<file path="src/rtl/qbio_pkg.sv">
package qbio_pkg;
   // read path selector
   typedef enum logic [1:0] {
      RSEL_NONE  = 2'b00,
      RSEL_PIN   = 2'b01,
      RSEL_LATCH = 2'b10
   } rsel_e;

   // latch path has priority over pin path
   function automatic rsel_e pick_read(input logic rd_latch, input logic rd_pin);
      if (rd_latch)    return RSEL_LATCH;
      else if (rd_pin) return RSEL_PIN;
      else             return RSEL_NONE;
   endfunction
endpackage

</file>
<file path="src/rtl/qbio_latch_bank.sv">
module qbio_latch_bank #(
   parameter int WIDTH = 8
) (
   input  logic             clk,
   input  logic             rst_n,
   input  logic             wr_stb,
   input  logic [WIDTH-1:0] wdata,
   output logic [WIDTH-1:0] latch_q
);
   initial begin
      assert (WIDTH >= 1) else $error("qbio_latch_bank: WIDTH must be at least 1");
   end

   for (genvar i = 0; i < WIDTH; i++) begin : g_bit
      always_ff @(posedge clk or negedge rst_n) begin
         if (!rst_n)      latch_q[i] <= 1'b1;
         else if (wr_stb) latch_q[i] <= wdata[i];
      end
   end


   load_on_strobe_chk: assert property (@(posedge clk) disable iff (!rst_n)
      wr_stb |=> latch_q == $past(wdata));

   hold_without_strobe_chk: assert property (@(posedge clk) disable iff (!rst_n)
      !wr_stb |=> $stable(latch_q));
endmodule

</file>
<file path="src/rtl/qbio_pin_sync.sv">
module qbio_pin_sync #(
   parameter int WIDTH       = 8,
   parameter int SYNC_STAGES = 2
) (
   input  logic             clk,
   input  logic             rst_n,
   input  logic [WIDTH-1:0] pin_in,
   output logic [WIDTH-1:0] pin_sync
);
   initial begin
      assert (SYNC_STAGES >= 2) else $error("qbio_pin_sync: SYNC_STAGES must be at least 2");
   end

   logic [WIDTH-1:0] stage_q [SYNC_STAGES];

   for (genvar s = 0; s < SYNC_STAGES; s++) begin : g_stage
      if (s == 0) begin : g_first
         always_ff @(posedge clk or negedge rst_n) begin
            if (!rst_n) stage_q[s] <= '1;
            else        stage_q[s] <= pin_in;
         end
      end else begin : g_next
         always_ff @(posedge clk or negedge rst_n) begin
            if (!rst_n) stage_q[s] <= '1;
            else        stage_q[s] <= stage_q[s-1];
         end
      end
   end

   assign pin_sync = stage_q[SYNC_STAGES-1];

   // edges seen since reset, saturating at 2
   logic [1:0] warm_q;
   always_ff @(posedge clk or negedge rst_n) begin
      if (!rst_n)             warm_q <= 2'd0;
      else if (warm_q != 2'd2) warm_q <= warm_q + 2'd1;
   end

   if (SYNC_STAGES == 2) begin : g_lag_chk

      two_clock_lag_chk: assert property (@(posedge clk) disable iff (!rst_n)
         (warm_q == 2'd2) |-> pin_sync == $past(pin_in, 2));
   end
endmodule

</file>
<file path="src/rtl/qbio_pad_ctrl.sv">
module qbio_pad_ctrl #(
   parameter int               WIDTH       = 8,
   parameter logic [WIDTH-1:0] ANALOG_MASK = '1
) (
   input  logic             clk,
   input  logic             rst_n,
   input  logic [WIDTH-1:0] latch_q,
   input  logic [WIDTH-1:0] alt_out,
   input  logic [WIDTH-1:0] analog_sel,
   output logic [WIDTH-1:0] pin_drive_low,
   output logic [WIDTH-1:0] pin_pull_en
);
   for (genvar i = 0; i < WIDTH; i++) begin : g_pad
      logic level;
      // pin can only go high when both the latch and the alternate output allow it
      assign level            = latch_q[i] & alt_out[i];
      assign pin_drive_low[i] = ~level;
      if (ANALOG_MASK[i]) begin : g_ana
         assign pin_pull_en[i] = ~analog_sel[i];
      end else begin : g_dig
         assign pin_pull_en[i] = 1'b1 | analog_sel[i];
      end
   end


   pull_off_when_analog_chk: assert property (@(posedge clk) disable iff (!rst_n)
      ((analog_sel & ANALOG_MASK) & pin_pull_en) == '0);
endmodule

</file>
<file path="src/rtl/qbio_port.sv">
module qbio_port #(
   parameter int               WIDTH       = 8,
   parameter int               SYNC_STAGES = 2,
   parameter logic [WIDTH-1:0] ANALOG_MASK = '1
) (
   input  logic             clk,
   input  logic             rst_n,
   input  logic [WIDTH-1:0] bus_wdata,
   input  logic             wr_stb,
   input  logic             rd_latch_stb,
   input  logic             rd_pin_stb,
   output logic [WIDTH-1:0] bus_rdata,
   input  logic [WIDTH-1:0] alt_out,
   input  logic [WIDTH-1:0] analog_sel,
   input  logic [WIDTH-1:0] pin_in,
   output logic [WIDTH-1:0] pin_drive_low,
   output logic [WIDTH-1:0] pin_pull_en,
   output logic [WIDTH-1:0] alt_in
);
   import qbio_pkg::*;

   logic [WIDTH-1:0] latch_q;
   logic [WIDTH-1:0] pin_sync;
   rsel_e            rsel;

   qbio_latch_bank #(.WIDTH(WIDTH)) u_latch (
      .clk     (clk),
      .rst_n   (rst_n),
      .wr_stb  (wr_stb),
      .wdata   (bus_wdata),
      .latch_q (latch_q)
   );

   qbio_pin_sync #(.WIDTH(WIDTH), .SYNC_STAGES(SYNC_STAGES)) u_sync (
      .clk      (clk),
      .rst_n    (rst_n),
      .pin_in   (pin_in),
      .pin_sync (pin_sync)
   );

   qbio_pad_ctrl #(.WIDTH(WIDTH), .ANALOG_MASK(ANALOG_MASK)) u_pad (
      .clk           (clk),
      .rst_n         (rst_n),
      .latch_q       (latch_q),
      .alt_out       (alt_out),
      .analog_sel    (analog_sel),
      .pin_drive_low (pin_drive_low),
      .pin_pull_en   (pin_pull_en)
   );

   assign rsel = pick_read(rd_latch_stb, rd_pin_stb);

   always_comb begin
      unique case (rsel)
         RSEL_LATCH: bus_rdata = latch_q;
         RSEL_PIN:   bus_rdata = pin_sync;
         default:    bus_rdata = '0;
      endcase
   end

   assign alt_in = pin_in;


   read_before_write_chk: assert property (@(posedge clk) disable iff (!rst_n)
      (rd_latch_stb && $past(wr_stb)) |-> bus_rdata == $past(bus_wdata));

   zero_latch_drives_low_chk: assert property (@(posedge clk) disable iff (!rst_n)
      (~latch_q & ~pin_drive_low) == '0);
endmodule

</file>
<file path="config.mk">
export PLATFORM = sky130hd
export DESIGN_NAME = qbio_port
export DESIGN_NICKNAME = d
export VERILOG_FILES = /design/src/rtl/qbio_pkg.sv /design/src/rtl/qbio_latch_bank.sv /design/src/rtl/qbio_pin_sync.sv /design/src/rtl/qbio_pad_ctrl.sv /design/src/rtl/qbio_port.sv
export SDC_FILE = /design/constraint.sdc
export NUM_CORES = 1
export LEC_CHECK = 0
export ABC_AREA = 1
export BUFFER_PORTS_ARGS = -buffer_cell sky130_fd_sc_hd__buf_2
export CAP_MARGIN = 20
export CORE_UTILIZATION = 25
export DETAILED_ROUTE_END_ITERATION = 16
export GPL_ROUTABILITY_DRIVEN = 0
export MAX_ROUTING_LAYER = met4
export SYNTH_ARGS = -nofsm -noshare
export SYNTH_HDL_FRONTEND = slang
export SYNTH_HIERARCHICAL = 1
export SYNTH_SLANG_ARGS = --single-unit
export TNS_END_PERCENT = 20
</file>
<file path="constraint.sdc">
create_clock -name clk -period 1.2 [get_ports clk]
set_input_delay 0.24 -clock clk [delete_from_list [all_inputs] [get_ports clk]]
set_output_delay 0.24 -clock clk [all_outputs]
set_load 0.01 [all_outputs]
</file>
==> flow_summary.json, run 1 <==
{
  "synth.largest_area_cell": "sky130_fd_sc_hd__dfstp_2",
  "max_slew.worst_pin.slew_ps": 520.7,
  "top_flip_flop_cell_by_instance_count_after_synthesis": "sky130_fd_sc_hd__dfstp_2",
  "setup.reg_to_reg.worst_slack_ps": 470,
  "post_route_cells_drive_above_1_share": 0.6235,
  "starting_utilization_of_the_core_area": 0.2590,
  "netlist_top_cells_count": "sky130_fd_sc_hd__nand2_1 (48), sky130_fd_sc_hd__dfstp_2 (24), sky130_fd_sc_hd__buf_4 (16)",
  "relSlewSlack": 0.6529,
  "synth_top_area_share": 0.6087,
  "synthCells": 109,
  "final.period_utilization": 1.087,
  "yosys.cell_count.top_type": "sky130_fd_sc_hd__nand2_1",
  "grt_setup_unrepaired": "true",
  "fmax_ghz": 0.7669,
  "cts_root_buffer": "sky130_fd_sc_hd__clkbuf_8",
  "grtUsageTotal": 0.09824,
  "worst_path_largest_cell_delay_ps": 560,
  "antenna_cells_inserted": 0,
  "power_per_cell_area_nw_per_um2": 1365,
  "setup_viol": 16,
  "top_level_ports": 69,
  "routed_via_density": 3.910,
  "synth_compound_gate_area_share": 0,
  "synth_area_um2": 1036,
  "nets": 200,
  "cp.arrival_ps": 1060,
  "crit_family": "flip-flops",
  "drtAntennaViolNets": 0,
  "clk_pin_slew_worst_paths_ps": 80,
  "avgRoutedWirePerCell_um": 9.693,
  "grt_remaining_overflow": 0,
  "route.vias.total": 829,
  "synth_fa_ha_area_frac": 0,
  "number_of_antenna_violations_at_the_first_check_in_global_routing": 0,
  "area_growth_synth_to_finish_pct": 33.45,
  "post-route-worst-setup-slack_ps": -104.0,
  "design.die.area_um2": 4406,
  "drtIter0Drc": 7,
  "yosys.area_share.simple": 0.2126,
  "worstSkewPairLatency_ps": 260,
  "grt_pass1_vias": 718,
  "cts-hold-fix-buffers": 0,
  "synth.avg_cell_area_um2": 9.505,
  "grt_pass1_wl_um": 3098,
  "synth.area.mux_share": 0,
  "post_detailed_routing_wire_length_um": 2055,
  "hold_depth": 1,
  "die_x_um": 66.38,
  "ys_async_sr_fraction": 1.000,
  "endpoint_kind": "output port",
  "status": "finished, violations left",
  "worst_ir_drop_vdd_mv": 0.8202,
  "core_footprint_um2": 4000,
  "min-delay-start": "pin_in[0]",
  "dominant_combinational_cell_family_by_area_after_synthesis": "simple AND/OR/NAND/NOR gates",
  "cts_tree": "built",
  "drtPass1Iterations": 2,
  "place.detailed.hpwl_um": 1611,
  "crit_type": "flip-flop to output port",
  "placement.io_buffers": 68,
  "cp_data_required_time_ps": 960,
  "clock_tree.buffer_depth": 2,
  "fin_worst_skew_ps": 1.523,
  "worst_setup_path_start_kind": "flip-flop",
  "worst_r2r_path_depth": 2,
  "worstHoldPathType": "input port to flip-flop",
  "timing.final.hold_violations": 0,
  "violations": "setup timing",
  "cp_num_buf_inv": 1,
  "placementRows": 23,
  "postSynthRegisterBits": 24,
  "synth-edff-count": 0,
  "ys_types": 8,
  "drv_slew": 0,
  "netlist_top_cells_area": "sky130_fd_sc_hd__dfstp_2 (61%), sky130_fd_sc_hd__nand2_1 (17%), sky130_fd_sc_hd__buf_4 (12%), sky130_fd_sc_hd__nand3_1 (3.9%), sky130_fd_sc_hd__inv_1 (2.9%)",
  "timing.hold.worst_endpoint": "u_sync/stage_q[8]$_DFF_PN1_",
  "cts.repair_timing.setup_buffer_count": 0,
  "maxCapViolCount": 0,
  "cts_made_buffers": 3,
  "finalPower_uw": 1887,
  "critical_path.max_fanout": 3,
  "post_synth_xor_area_fraction": 0,
  "grt_max_degree": 25,
  "ys_seq_area_frac": 0.6087,
  "r2r_end": "u_latch/latch_q[2]$_DFFE_PN1P_",
  "postSynthNetCount": 146,
  "tritoncts_num_sinks": 24,
  "crit_chain": "nand2_1 -> nand2_1 -> buf_2",
  "die_height_um": 66.38,
  "cp_slowest_cell": "sky130_fd_sc_hd__dfstp_2",
  "r2r_start": "u_latch/latch_q[2]$_DFFE_PN1P_",
  "drc": 0,
  "tns_ps": -1033,
  "cts-htree-levels": 1,
  "path_common_cell": "sky130_fd_sc_hd__nand2_1",
  "static-leakage-power_uw": 0.0007592,
  "final.min_clock_period_ps": 1304,
  "yosysWarningCount": 6
}
cells in the final DEF, fill, tap and decap left out:
cell,synthesis,routed
sky130_fd_sc_hd__buf_2,1,66
sky130_fd_sc_hd__nand2_1,48,45
sky130_fd_sc_hd__dfstp_2,24,24
sky130_fd_sc_hd__nand3_1,8,8
sky130_fd_sc_hd__inv_1,8,8
sky130_fd_sc_hd__nand2_2,0,3
sky130_fd_sc_hd__clkbuf_8,0,3
sky130_fd_sc_hd__inv_2,2,2
sky130_fd_sc_hd__buf_6,2,2
sky130_fd_sc_hd__bufinv_16,0,1
worst max path at each step:
stage                                    from            to  slack, ps  depth (start not counted)
5_1_grt        u_latch/latch_q[6]$_DFFE_PN1P_  bus_rdata[6]       -180                          3
3_5_place_dp                     rd_latch_stb  bus_rdata[3]        150                          5
4_1_cts        u_latch/latch_q[2]$_DFFE_PN1P_  bus_rdata[2]       -120                          3
3_3_place_gp                     rd_latch_stb  bus_rdata[2]        150                          5
6_report       u_latch/latch_q[7]$_DFFE_PN1P_  bus_rdata[7]       -100                          3
2_1_floorplan    u_sync/pin_sync[0]$_DFF_PN1_  bus_rdata[0]        220                          3
cells by family (layout without fill, tap and decap cells):
| logic type | after synthesis | after routing |
|---|---|---|
| buffers and inverters | 29 | 82 |
| and+or+nand+nor | 56 | 56 |
| DFF | 24 | 24 |
stage by stage:
step	util	worst slack, ps	area [um2]	std cells	hold slack (ps)
floorplan	-	220.8	1036	109	92.16
global placement	0.3228	154.5	1291	208	345.5
detailed placement	0.3228	145.4	1291	208	346.8
CTS	0.3406	-122.8	1363	212	67.76
global route	0.3456	-179.1	1383	212	55.51
finish	0.3456	-104.0	1383	212	76.27
worst register-to-register path, cell delays in order (launching register included):
cell and delay [ps]:
sky130_fd_sc_hd__dfstp_2 560, sky130_fd_sc_hd__nand2_1 50, sky130_fd_sc_hd__nand2_1 60
cell type report:
class,count,area (um2)
clock buffers,3,41.29
clock inverters,1,30.03
fillers,446,2618
inverters,10,37.54
multi-input cells,56,227.7
flip-flops and latches,24,630.6
well taps,50,62.56
repair buffers,68,352.8
flip-flops by register name, summed over array words and instances (netlist names):
name and cells:
u_latch/latch_q 8, u_sync/pin_sync 8, u_sync/stage_q 8
power breakdown:
part           leakage [uW]  switching (uW)  internal (uW)
clock network     0.0000357             246            445
registers          0.000252            30.2            900
logic              0.000471             143            122
layer usage:
layer  global-route usage  wire, um
met1               0.1217       916
met2               0.1569       939
met3              0.01897       184
met4              0.03989        14
met5                    -         0
what timing repair did:
action	in CTS	in global routing
endpoints found under the hold margin	0	0
gates resized for setup	0	5
endpoints found under the setup margin	16	16
pin swaps	12	4
Note: power is estimated with default switching activity, not from simulation.
==> inputs of run 2 (changes only) <==
==> constraint.sdc (replaced) <==
create_clock -name clk -period 1.2 [get_ports clk]
set_input_delay 0.18 -clock clk [delete_from_list [all_inputs] [get_ports clk]]
set_output_delay 0.18 -clock clk [all_outputs]
set_load 0.01 [all_outputs]
==> run 2 against run 1 <==
The flow still finishes with violations (setup timing). Critical path depth did not move. Clock-buffer cell count did not move. First-iteration DRC count shrank 43%. Total power fell by 13%. Global-route usage shrank 0.17 points. Clock skew shrank 0.98 ps. Sequential cell count unchanged. Largest power group unchanged.
==> flow_summary.json, run 2 (same netlist as run 1, synthesis figures left out) <==
{
  "maxCapViolCount": 0,
  "power.clock.fraction": 0.269,
  "cts_tree": "built",
  "starting_utilization_of_the_core_area": 0.2590,
  "dp_worst_setup_slack_ps": 222.6,
  "drc": 0,
  "drtAntennaViolNets": 0,
  "power_switching_uw": 394.5,
  "core_footprint_um2": 4000,
  "drv_slew": 0,
  "route.vias.total": 806,
  "post_route_cells_drive_above_1_share": 0.6335,
  "drtPass1Iterations": 2,
  "die_height_um": 66.38,
  "status": "finished, violations left",
  "placementRows": 23,
  "place.detailed.hpwl_um": 1640,
  "top_level_ports": 69,
  "cts-htree-levels": 1,
  "grt_remaining_overflow": 0,
  "power.share.switching": 0.2402,
  "crit_type": "flip-flop to output port",
  "grt_pass1_wl_um": 3036,
  "max_slew.worst_pin.slew_ps": 512.5,
  "grt_pass1_vias": 669,
  "routed_via_density": 3.820,
  "fin_worst_skew_ps": 0.5459,
  "grt_setup_unrepaired": "true",
  "hold_depth": 1,
  "worstSkewPairLatency_ps": 250,
  "r2r_start": "u_latch/latch_q[7]$_DFFE_PN1P_",
  "post-route-worst-setup-slack_ps": -44.10,
  "timing.hold.worst_endpoint": "u_sync/stage_q[10]$_DFF_PN1_",
  "final.period_utilization": 1.037,
  "multiInputGateArea_um2": 237.7,
  "nets": 200,
  "relSlewSlack": 0.6583,
  "placement.io_buffers": 68,
  "tritoncts_num_sinks": 24,
  "drtIter0Drc": 4,
  "endpoint_kind": "output port",
  "clock_tree.buffer_depth": 2,
  "setup_viol": 8,
  "setup.reg_to_reg.worst_slack_ps": 470,
  "power_per_cell_area_nw_per_um2": 1205,
  "cts.repair_timing.setup_buffer_count": 0,
  "sequential_share_of_power": 0.566,
  "worst_ir_drop_vdd_mv": 1.056,
  "worst_r2r_path_depth": 2,
  "final.min_clock_period_ps": 1244,
  "min-delay-start": "pin_in[2]",
  "design.die.area_um2": 4406,
  "fin_cells": 211,
  "cts_root_buffer": "sky130_fd_sc_hd__clkbuf_8",
  "sequential_cell_area_um2": 630.6,
  "area_growth_synth_to_finish_pct": 31.52,
  "final_cell_mix": "sky130_fd_sc_hd__buf_2 (66), sky130_fd_sc_hd__nand2_1 (45), sky130_fd_sc_hd__dfstp_2 (24)",
  "cts_made_buffers": 3,
  "grtUsageTotal": 0.09659,
  "timing.final.hold_violations": 0,
  "avgRoutedWirePerCell_um": 9.905,
  "cp.arrival_ps": 1060,
  "r2r_end": "u_latch/latch_q[7]$_DFFE_PN1P_",
  "grt_max_degree": 25,
  "final.fill_count": 424,
  "static-leakage-power_uw": 0.0007449,
  "cp_data_required_time_ps": 1020,
  "layout.cells.most_common": "sky130_fd_sc_hd__buf_2",
  "fmax_ghz": 0.8038,
  "clk_pin_slew_worst_paths_ps": 70,
  "antenna_cells_inserted": 0,
  "worstHoldPathType": "input port to flip-flop",
  "die_x_um": 66.38,
  "cts-hold-fix-buffers": 0,
  "worst_setup_path_start_kind": "flip-flop",
  "combinationalPowerShare": 0.165,
  "critical_path.max_fanout": 1,
  "number_of_antenna_violations_at_the_first_check_in_global_routing": 0,
  "post_detailed_routing_wire_length_um": 2090,
  "violations": "setup timing",
  "placed_cells_incl_taps": 208,
  "internal-power_uw": 1248
}
run 2: final cells by class:
type | count | area share
Timing Repair Buffer | 68 | 0.2590
Inverter | 10 | 0.02755
Tap cell | 50 | 0.04591
Multi-Input combinational cell | 56 | 0.1745
Clock buffer | 3 | 0.03030
Sequential cell | 24 | 0.4628
run 2: layer usage:
layer  vias up  wire [um]  track usage
met3         2        196      0.03103
met5         -          0            -
li1        412          -            -
met1       339        982       0.1278
met4         0         14      0.01596
met2        53        896       0.1467
run 2: what timing repair did:
action | CTS | global route
pin swaps | 5 | 8
setup endpoints to repair | 8 | 14
resized for setup | 1 | 6
run 2: worst max-delay path by stage:
| stage | start | endpoint | slack, ps | depth (start not counted) |
|---|---|---|---|---|
| after floorplan | u_sync/pin_sync[0]$_DFF_PN1_ | bus_rdata[0] | 280 | 3 |
| after global placement | u_latch/latch_q[7]$_DFFE_PN1P_ | bus_rdata[7] | 220 | 3 |
| after detailed placement | u_latch/latch_q[2]$_DFFE_PN1P_ | bus_rdata[2] | 220 | 3 |
| after CTS | u_latch/latch_q[2]$_DFFE_PN1P_ | bus_rdata[2] | -70 | 3 |
| after global routing | u_latch/latch_q[6]$_DFFE_PN1P_ | bus_rdata[6] | -100 | 3 |
| final | u_sync/pin_sync[5]$_DFF_PN1_ | bus_rdata[5] | -40 | 3 |
run 2: power groups by stage:
stage          combinational [uW]  sequential (uW)  clock, uW
4_1_cts                       263              932        475
3_3_place_gp                  260              940          0
3_5_place_dp                  262              944          0
5_1_grt                       305              939        500
2_1_floorplan                 157              931          0
6_report                      270              930        442
run 2: metrics by stage:
stage | utilization | instance area, um2 | TNS (ps) | hold slack [ps] | total power [uW]
final | 0.3406 | 1363 | -220.4 | 25.57 | 1642
after global placement | 0.3228 | 1291 | 0 | 293.7 | 1200
after CTS | 0.3344 | 1338 | -391.1 | 14.13 | 1670
after detailed placement | 0.3228 | 1291 | 0 | 294.6 | 1206
after global routing | 0.3406 | 1363 | -784.0 | 9.958 | 1744
after floorplan | - | 1036 | 0 | 32.16 | 1088
run 2: critical path: stages (launching register included):
cell and delay [ps]:
sky130_fd_sc_hd__dfstp_2 530, sky130_fd_sc_hd__nand3_1 90, sky130_fd_sc_hd__nand2_1 70, sky130_fd_sc_hd__buf_2 120
